**config.mk**
```make
export PLATFORM = sky130hd
export DESIGN_NAME = tpwm_top
export DESIGN_NICKNAME = d
export VERILOG_FILES = /design/src/rtl/tpwm_pkg.sv /design/src/rtl/tpwm_regs.sv /design/src/rtl/tpwm_counter.sv /design/src/rtl/tpwm_out.sv /design/src/rtl/tpwm_top.sv
export SDC_FILE = /design/constraint.sdc
export NUM_CORES = 1
export LEC_CHECK = 0
export ABC_AREA = 1
export BUFFER_PORTS_ARGS = -buffer_cell sky130_fd_sc_hd__clkbuf_2
export CAP_MARGIN = 10
export CORE_MARGIN = 8
export CORE_UTILIZATION = 60
export DETAILED_ROUTE_END_ITERATION = 7
export HOLD_SLACK_MARGIN = 0.08
export PLACE_DENSITY = 0.8
export RECOVER_POWER = 25
export SETUP_SLACK_MARGIN = 0.1
export SYNTH_ARGS = -nofsm -noshare
export SYNTH_HDL_FRONTEND = slang
export SYNTH_SLANG_ARGS = --single-unit
```
**constraint.sdc**
```tcl
create_clock -name clk -period 2.95 [get_ports clk]
set_clock_uncertainty 0.15 [all_clocks]
set_input_delay 0.295 -clock clk [delete_from_list [all_inputs] [get_ports clk]]
set_output_delay 0.295 -clock clk [all_outputs]
set_load 0.005 [all_outputs]
```
**src/rtl/tpwm_pkg.sv**
```systemverilog
package tpwm_pkg;
   typedef enum logic [1:0] {
      REG_CTRL   = 2'd0,
      REG_PERIOD = 2'd1,
      REG_DUTY   = 2'd2,
      REG_COUNT  = 2'd3
   } tpwm_reg_e;

   localparam int CTRL_RUN_BIT  = 0;
   localparam int CTRL_FLAG_BIT = 1;
   localparam int CTRL_DIR_BIT  = 2;
   localparam int CTRL_BITS     = 3;
endpackage

```
**src/rtl/tpwm_regs.sv**
```systemverilog
module tpwm_regs
   import tpwm_pkg::*;
#(
   parameter int W = 16
) (
   input  logic         clk,
   input  logic         rst_n,
   input  logic         bus_wr,
   input  logic [1:0]   bus_addr,
   input  logic [W-1:0] bus_wdata,
   output logic [W-1:0] bus_rdata,
   input  logic         boundary,
   input  logic         dir_up,
   input  logic [W-1:0] cnt,
   output logic         run,
   output logic         start,
   output logic         flag,
   output logic         flag_clr,
   output logic [W-1:0] period,
   output logic [W-1:0] duty_buf
);
   tpwm_reg_e sel;
   logic      wr_ctrl;

   assign sel      = tpwm_reg_e'(bus_addr);
   assign wr_ctrl  = bus_wr && (sel == REG_CTRL);
   assign start    = wr_ctrl && bus_wdata[CTRL_RUN_BIT] && !run;
   assign flag_clr = wr_ctrl && bus_wdata[CTRL_FLAG_BIT];

   always_ff @(posedge clk or negedge rst_n) begin
      if (!rst_n) begin
         run      <= 1'b0;
         period   <= '0;
         duty_buf <= '0;
      end else if (bus_wr) begin
         case (sel)
            REG_CTRL:   run      <= bus_wdata[CTRL_RUN_BIT];
            REG_PERIOD: period   <= bus_wdata;
            REG_DUTY:   duty_buf <= bus_wdata;
            default:    ;
         endcase
      end
   end

   // set has priority over a software clear
   always_ff @(posedge clk or negedge rst_n) begin
      if (!rst_n)         flag <= 1'b0;
      else if (boundary)  flag <= 1'b1;
      else if (flag_clr)  flag <= 1'b0;
   end

   always_comb begin
      bus_rdata = '0;
      case (sel)
         REG_CTRL: begin
            bus_rdata[CTRL_RUN_BIT]  = run;
            bus_rdata[CTRL_FLAG_BIT] = flag;
            bus_rdata[CTRL_DIR_BIT]  = dir_up;
         end
         REG_PERIOD: bus_rdata = period;
         REG_DUTY:   bus_rdata = duty_buf;
         REG_COUNT:  bus_rdata = cnt;
         default:    bus_rdata = '0;
      endcase
   end
endmodule

```
**src/rtl/tpwm_counter.sv**
```systemverilog
module tpwm_counter #(
   parameter int W = 16
) (
   input  logic         clk,
   input  logic         rst_n,
   input  logic         run,
   input  logic         start,
   input  logic         tick_en,
   input  logic [W-1:0] period,
   output logic [W-1:0] cnt,
   output logic         dir_up,
   output logic         boundary
);
   localparam logic [W-1:0] ONE = W'(1);

   logic advance;
   logic step_down;

   assign advance   = run && tick_en && (period != '0);
   assign step_down = dir_up ? (cnt >= period) : (cnt != '0);
   assign boundary  = advance && step_down && (cnt == ONE);

   always_ff @(posedge clk or negedge rst_n) begin
      if (!rst_n) begin
         cnt    <= '0;
         dir_up <= 1'b1;
      end else if (start) begin
         cnt    <= '0;
         dir_up <= 1'b1;
      end else if (advance) begin
         cnt    <= step_down ? (cnt - ONE) : (cnt + ONE);
         dir_up <= !step_down;
      end
   end
endmodule

```
**src/rtl/tpwm_out.sv**
```systemverilog
module tpwm_out #(
   parameter int W          = 16,
   parameter bit OUT_INVERT = 1'b0
) (
   input  logic         clk,
   input  logic         rst_n,
   input  logic         start,
   input  logic         boundary,
   input  logic [W-1:0] cnt,
   input  logic [W-1:0] period,
   input  logic [W-1:0] duty_buf,
   output logic [W-1:0] active_duty,
   output logic         primed,
   output logic         pwm_lvl,
   output logic         pwm_o
);
   logic cmp_hi;

   assign cmp_hi = (cnt < active_duty) || (active_duty >= period);

   always_ff @(posedge clk or negedge rst_n) begin
      if (!rst_n) begin
         active_duty <= '0;
         primed      <= 1'b0;
      end else begin
         if (boundary) active_duty <= duty_buf;
         if (start)         primed <= 1'b0;
         else if (boundary) primed <= 1'b1;
      end
   end

   always_ff @(posedge clk or negedge rst_n) begin
      if (!rst_n)      pwm_lvl <= 1'b0;
      else if (primed) pwm_lvl <= cmp_hi;
   end

   generate
      if (OUT_INVERT) begin : g_inv
         assign pwm_o = ~pwm_lvl;
      end else begin : g_true
         assign pwm_o = pwm_lvl;
      end
   endgenerate
endmodule

```
**src/rtl/tpwm_top.sv**
```systemverilog
module tpwm_top
   import tpwm_pkg::*;
#(
   parameter int W          = 16,
   parameter bit OUT_INVERT = 1'b0
) (
   input  logic         clk,
   input  logic         rst_n,
   input  logic         tick_en,
   input  logic         bus_wr,
   input  logic [1:0]   bus_addr,
   input  logic [W-1:0] bus_wdata,
   output logic [W-1:0] bus_rdata,
   output logic         pwm_o
);
   generate
      if (W < CTRL_BITS) begin : g_bad_width
         $error("tpwm_top: W must hold the control bits");
      end
   endgenerate

   logic         run, start, flag, flag_clr;
   logic         boundary, dir_up, primed, pwm_lvl;
   logic [W-1:0] cnt, period, duty_buf, active_duty;

   tpwm_regs #(.W(W)) u_regs (
      .clk(clk), .rst_n(rst_n), .bus_wr(bus_wr), .bus_addr(bus_addr),
      .bus_wdata(bus_wdata), .bus_rdata(bus_rdata), .boundary(boundary),
      .dir_up(dir_up), .cnt(cnt), .run(run), .start(start), .flag(flag),
      .flag_clr(flag_clr), .period(period), .duty_buf(duty_buf)
   );

   tpwm_counter #(.W(W)) u_cnt (
      .clk(clk), .rst_n(rst_n), .run(run), .start(start), .tick_en(tick_en),
      .period(period), .cnt(cnt), .dir_up(dir_up), .boundary(boundary)
   );

   tpwm_out #(.W(W), .OUT_INVERT(OUT_INVERT)) u_out (
      .clk(clk), .rst_n(rst_n), .start(start), .boundary(boundary),
      .cnt(cnt), .period(period), .duty_buf(duty_buf),
      .active_duty(active_duty), .primed(primed), .pwm_lvl(pwm_lvl),
      .pwm_o(pwm_o)
   );
endmodule

```
Yosys cells after proc, flatten, opt, wreduce, memory -nomap -nowiden --
Cells that the tools add are included.
Word-level totals: bits in registers 69, input port bits 22, output and inout bits 17, word-level logic and storage cells 50
Cells by class: $add $sub $neg 2, $lt $le $gt $ge 3, equal/unequal tests 4, muxes and demuxes 12, reductions and logical operators 20
Operator list (number):
- 2-to-1 mux 16 bit | 3
- one-hot mux 13 bit (3 select lines) | 1
- greater-or-equal comparator 16 bit | 2
- nonzero test 16 bit | 2
- adder 16 x 1 -> 16 bit, second input constant | 1
- equality test 16 x 1 -> 1 bit, second input constant | 1
- < comparator 16 bit | 1
- subtractor 16 x 1 -> 16 bit, second input constant | 1
- one-hot mux 3 bit (4 select lines) | 1
- logical AND 1 bit | 8
- 2-to-1 mux 1 bit | 7
- AND reduction 2 bit | 3
- nonzero test 2 bit | 3
- equality test 2 bit, second input constant | 2
- equality test 2 x 1 -> 1 bit, second input constant | 1
- logical NOT 1 bit | 2
- logical NOT 2 bit | 1
- logical OR 1 bit | 1

Logic depth before layout (Yosys ltp) --
depth in word-level cells 6, depth in mapped cells 16, depth with buffers taken out 15

Hierarchy --
A second synthesis with hierarchy kept.
Unflattened totals: cell total of the unflattened synthesis 741, area, all modules 5266.3 sq um
By module, submodules not included:
- tpwm_counter | instances 1, cells each 322, area each 2150.8 sq um, sequential area each 426.7 sq um
- tpwm_regs | instances 1, cells each 230, area each 1674.1 sq um, sequential area each 850.8 sq um
- tpwm_out | instances 1, cells each 189, area each 1441.4 sq um, sequential area each 450.4 sq um

Worst setup path after synthesis --
No wires, ideal clock.
kind register to register, start point register u_cnt.cnt[13], end point register u_cnt.cnt[11], setup time 0.118 ns, arrival time 1.852 ns, required time 2.682 ns, slack 0.830 ns, stages on the path, launching flop included 13, buffers on the path 1, period minus slack after synthesis 2.120 ns, path through dfrtp_1 ha_1 nand2_1 inv_1 o21ai_0 nand2_1 nor2_1 nand2_1 nand2_2 buf_4 nand2_1 nand3_1 nand2_1
On the way: word-level cells in the longest chain between the ends 5, elaborated cells on any way between the ends 6, classes of those cells order compare (1); mux (4); reduce/logical (1)
RTL lines:
- start, declared | RTL line tpwm_counter.sv:10 | output logic [W-1:0] cnt,
- start signal, assigned | RTL line tpwm_counter.sv:31 | cnt <= step_down ? (cnt - ONE) : (cnt + ONE);
- greater-or-equal comparator 16 bit / nonzero test 16 bit (equally long branches) | RTL line tpwm_counter.sv:20 | assign step_down = dir_up ? (cnt >= period) : (cnt != '0);
- 2-to-1 mux 1 bit (*) | RTL line tpwm_counter.sv:20
- 2-to-1 mux 16 bit (*) | RTL line tpwm_counter.sv:31
- 2-to-1 mux 16 bit (*) | RTL line tpwm_counter.sv:30 | end else if (advance) begin
- 2-to-1 mux 16 bit (*) | RTL line tpwm_counter.sv:27 | end else if (start) begin
Mark *: on every way between the ends. The rest lies on a longest branch, timed or not. The select of a mux whose other input is x is not followed. A chain may end at the register's enable or synchronous reset.

Worst setup path in the final report --
start point register u_cnt.cnt[0], end point register u_cnt.cnt[9]
On the way: word-level cells in the longest chain between the ends 5, elaborated cells on any way between the ends 8, classes of those cells add/sub (2); order compare (1); mux (4); reduce/logical (1)
RTL lines (RTL line):
- greater-or-equal comparator 16 bit / nonzero test 16 bit (equally long branches) | tpwm_counter.sv:20
- 2-to-1 mux 1 bit | tpwm_counter.sv:20
- 2-to-1 mux 16 bit (*) | tpwm_counter.sv:31
- 2-to-1 mux 16 bit (*) | tpwm_counter.sv:30
- 2-to-1 mux 16 bit (*) | tpwm_counter.sv:27
Marks and branches as above.

==> results.json <==
{
  "cp.required_ns": 3.05,
  "grt_overflow": 0,
  "yosysMostFrequentCell": "nand2_1",
  "synthAdderAreaFrac": 0.1247,
  "avgSynthCellArea_um2": 7.393,
  "critPathMostFrequentCell": "nand2_1",
  "nFillCells": 674,
  "synth_compound_area_frac": 0.09733,
  "root_buffer": "clkbuf_8",
  "ys_types": 38,
  "drcViolationCount": 0,
  "drtIter0Drc": 346,
  "rsz0062_at_grt": "false",
  "syn_nets": 765,
  "cts_setup_buffers": 0,
  "hold_path_depth": 5,
  "intPower_mw": 2.423,
  "die_w_um": 108.3,
  "nets": 813,
  "ioPinCount": 39,
  "synth-seq-cells": 69,
  "maxSlewHeadroom": -0.1806,
  "vias_per_cell": 5.715,
  "wl_per_cell_um": 16.17,
  "cp_slowest_stage_delay_ns": 0.43,
  "num_rows": 33,
  "synth.top_cell.area_share": 0.3326,
  "min_period_ns": 2.416,
  "dieArea_mm2": 0.01174,
  "start_util": 0.6195,
  "final_antenna_net_count": 0,
  "power_per_cell_area_mw_per_mm2": 808.8,
  "die_h_um": 108.3,
  "hold_violations": 0,
  "final.setup.tns_ns": 0,
  "core_mm2": 0.008258,
  "drive_gt1_frac": 0.1022,
  "clk_pin_slew_ns": 0.08,
  "grt_max_degree": 70,
  "fin_crit_sh": 0.8188,
  "grt_pass1_vias": 4791,
  "worstPathArrival_ns": 2.52,
  "clock_path_buffers": 2,
  "seqCellArea_mm2": 0.001728,
  "status": "finished with violations",
  "critPathSlowestCell": "dfrtp_1",
  "cts_tree": "done",
  "async_flop_share": 1.000,
  "grt_pass1_wl_um": 22960,
  "drt_first_pass_iters": 5,
  "final_cells": 849,
  "synthMuxAreaShare": 0,
  "antenna_cells": 0,
  "antenna_found_initial": 0,
  "p_clk_frac": 0.169,
  "drt_wl_total_um": 13730,
  "synth-edff-count": 0,
  "yosys-top-cells-area": "dfrtp_1, nand2_1, ha_1",
  "io_buffers": 38,
  "cp-start-kind": "register",
  "syn_inst": 692,
  "worstPathMaxFanout": 16,
  "synthTopCellsByCount": "nand2_1, inv_1, dfrtp_1",
  "place_hpwl_um": 10140,
  "p_seq_frac": 0.329,
  "p_switching_mw": 2.200,
  "max_freq_ghz": 0.4140,
  "violations": "max-capacitance violations, max-slew violations",
  "synth_area_mm2": 0.005116,
  "peakVddDrop_mv": 0.4736,
  "setup_viol": 0,
  "synth_top_area_cell": "dfrtp_1",
  "gp_congestion": 0.9446,
  "r2r_cells": 14,
  "synth-xor-area-share": 0.04793,
  "ys.flop_type": "dfrtp_1",
  "syn2layout_area_growth_pct": 11.71,
  "yosys_warnings": 0,
  "yosys.area_share.simple": 0.2920,
  "pwr-share-comb": 0.502,
  "crit_cells": 14,
  "clock-sinks": 69,
  "worstMarginPinSlew_ns": 1.771,
  "worst_skew_pair.late_latency_ns": 0.36,
  "cts_buffers": 9,
  "ys_seq_area_frac": 0.3377,
  "dp_cells": 817,
  "track_usage": 0.2463,
  "cp-end-kind": "register",
  "critical_path_buf_inv_count": 1,
  "crit_type": "reg2reg",
  "p_leak_nw": 2.999,
  "via_count": 4852,
  "cap_violations": 1,
  "multiInputGateArea_mm2": 0.002875,
  "htree_levels": 3,
  "critPathTopFamily": "simple AND/OR/NAND/NOR gates",
  "switching_share": 0.4759,
  "synth_top_family_by_area": "simple AND/OR/NAND/NOR gates",
  "hp-class": "in2reg",
  "maxSlewViolCount": 70,
  "worstPathCellList": "inv_1 > ha_1 > nand2_1 > nand3_1 > nand2_1 > nand2_1 > nand2_1 > nand2_1 > nand2_1 > nand2_1 > nand2_2 > nand2_1 > nand3_1 > nand2_1"
}
-- power by group through the flow --
| stage | clock (mW) | sequential (mW) | combinational [mW] |
|---|---|---|---|
| floorplan | 0 | 1.35 | 1.84 |
| global placement | 0 | 1.51 | 2.20 |
| detailed placement | 0 | 1.52 | 2.27 |
| CTS | 0.788 | 1.51 | 2.30 |
| global route | 0.830 | 1.55 | 2.66 |
| finish | 0.781 | 1.52 | 2.32 |
-- repair_timing --
item | in CTS | in global routing
hold buffers | 17 | 0
gates resized for setup | 0 | 0
hold endpoints to repair | 101 | 0
setup endpoints to repair | 0 | 0
-- kinds of logic (layout without fill, tap and decap cells) --
group | after synthesis | after routing
adders and majority gates | 51 | 51
xor gates and xnor gates | 28 | 28
buffers and inverters | 124 | 176
DFF | 69 | 69
AOI/OAI and AO/OA | 85 | 85
and+or+nand+nor | 335 | 335
-- area by class of cell --
type / count / share of cell area
multi-input combinational: 499 / 0.5031
sequential: 69 / 0.3023
timing repair buffer: 65 / 0.07553
inverter: 96 / 0.06305
tap: 105 / 0.02299
clock buffer: 9 / 0.02167
clock inverter: 6 / 0.01138
-- flip-flops by register name, indices dropped and copies added, names as in the netlist --
signal	count
u_regs.run	1
u_out.primed	1
u_out.pwm_lvl	1
u_regs.period	16
u_cnt.cnt	16
u_cnt.dir_up	1
u_regs.flag	1
u_out.active_duty	16
u_regs.duty_buf	16
-- tightest hold or removal path, delay by kind of cell --
kind	cells	cell delay (ns)
AND/OR/NAND/NOR	4	0.30
buffers and inverters	1	0.10
-- stage by stage --
| stage | utilization | hold slack [ns] | instance area, um2 | power (mW) | setup WS, ns |
|---|---|---|---|---|---|
| after floorplan | - | -0.1506 | 5116 | 3.189 | 0.8296 |
| after global placement | 0.6491 | 0.3143 | 5360 | 3.714 | 0.6138 |
| after detailed placement | 0.6491 | 0.3244 | 5360 | 3.794 | 0.5639 |
| after CTS | 0.6926 | 0.2272 | 5719 | 4.598 | 0.5579 |
| after global routing | 0.6921 | 0.2483 | 5715 | 5.036 | 0.3122 |
| final | 0.6921 | 0.2287 | 5715 | 4.623 | 0.5345 |
-- metal layers --
metal / vias up / track usage / share of wire
li1: 2357 / - / -
met2: 203 / 0.3884 / 0.46
met3: 28 / 0.05592 / 0.072
met5: - / 0 / 0
met1: 2264 / 0.3235 / 0.45
met4: 0 / 0.09091 / 0.018
-- path summary, 6_finish.rpt --
path	start	to	slack, ns
max in group asynchronous	rst_n	u_regs.run	0.71
setup reg to reg	u_cnt.cnt[0]	u_cnt.cnt[9]	0.53
setup / recovery	u_cnt.cnt[0]	u_cnt.cnt[9]	0.53
hold / removal	bus_wr	u_regs.flag	0.23
hold reg to reg	u_out.pwm_lvl	u_out.pwm_lvl	0.35
min in group asynchronous	rst_n	u_cnt.cnt[3]	0.84
-- cell usage in the layout, fill, tap and decap left out, drive strengths merged, types with 2 or more instances in the layout --
master / instances
o2111ai: 3
clkbuf: 47
nand3: 53
dlygate4sd3: 17
o211ai: 3
nor2: 34
ha: 51
nand2: 208
a21oi: 20
buf: 10
o21ai: 44
o21a: 2
xnor2: 3
o221ai: 10
nor3: 12
clkinv: 6
inv: 94
xor2: 25
dfrtp: 68
nand4: 24
nor4: 3
No activity file was read; power rests on OpenSTA's default activity.
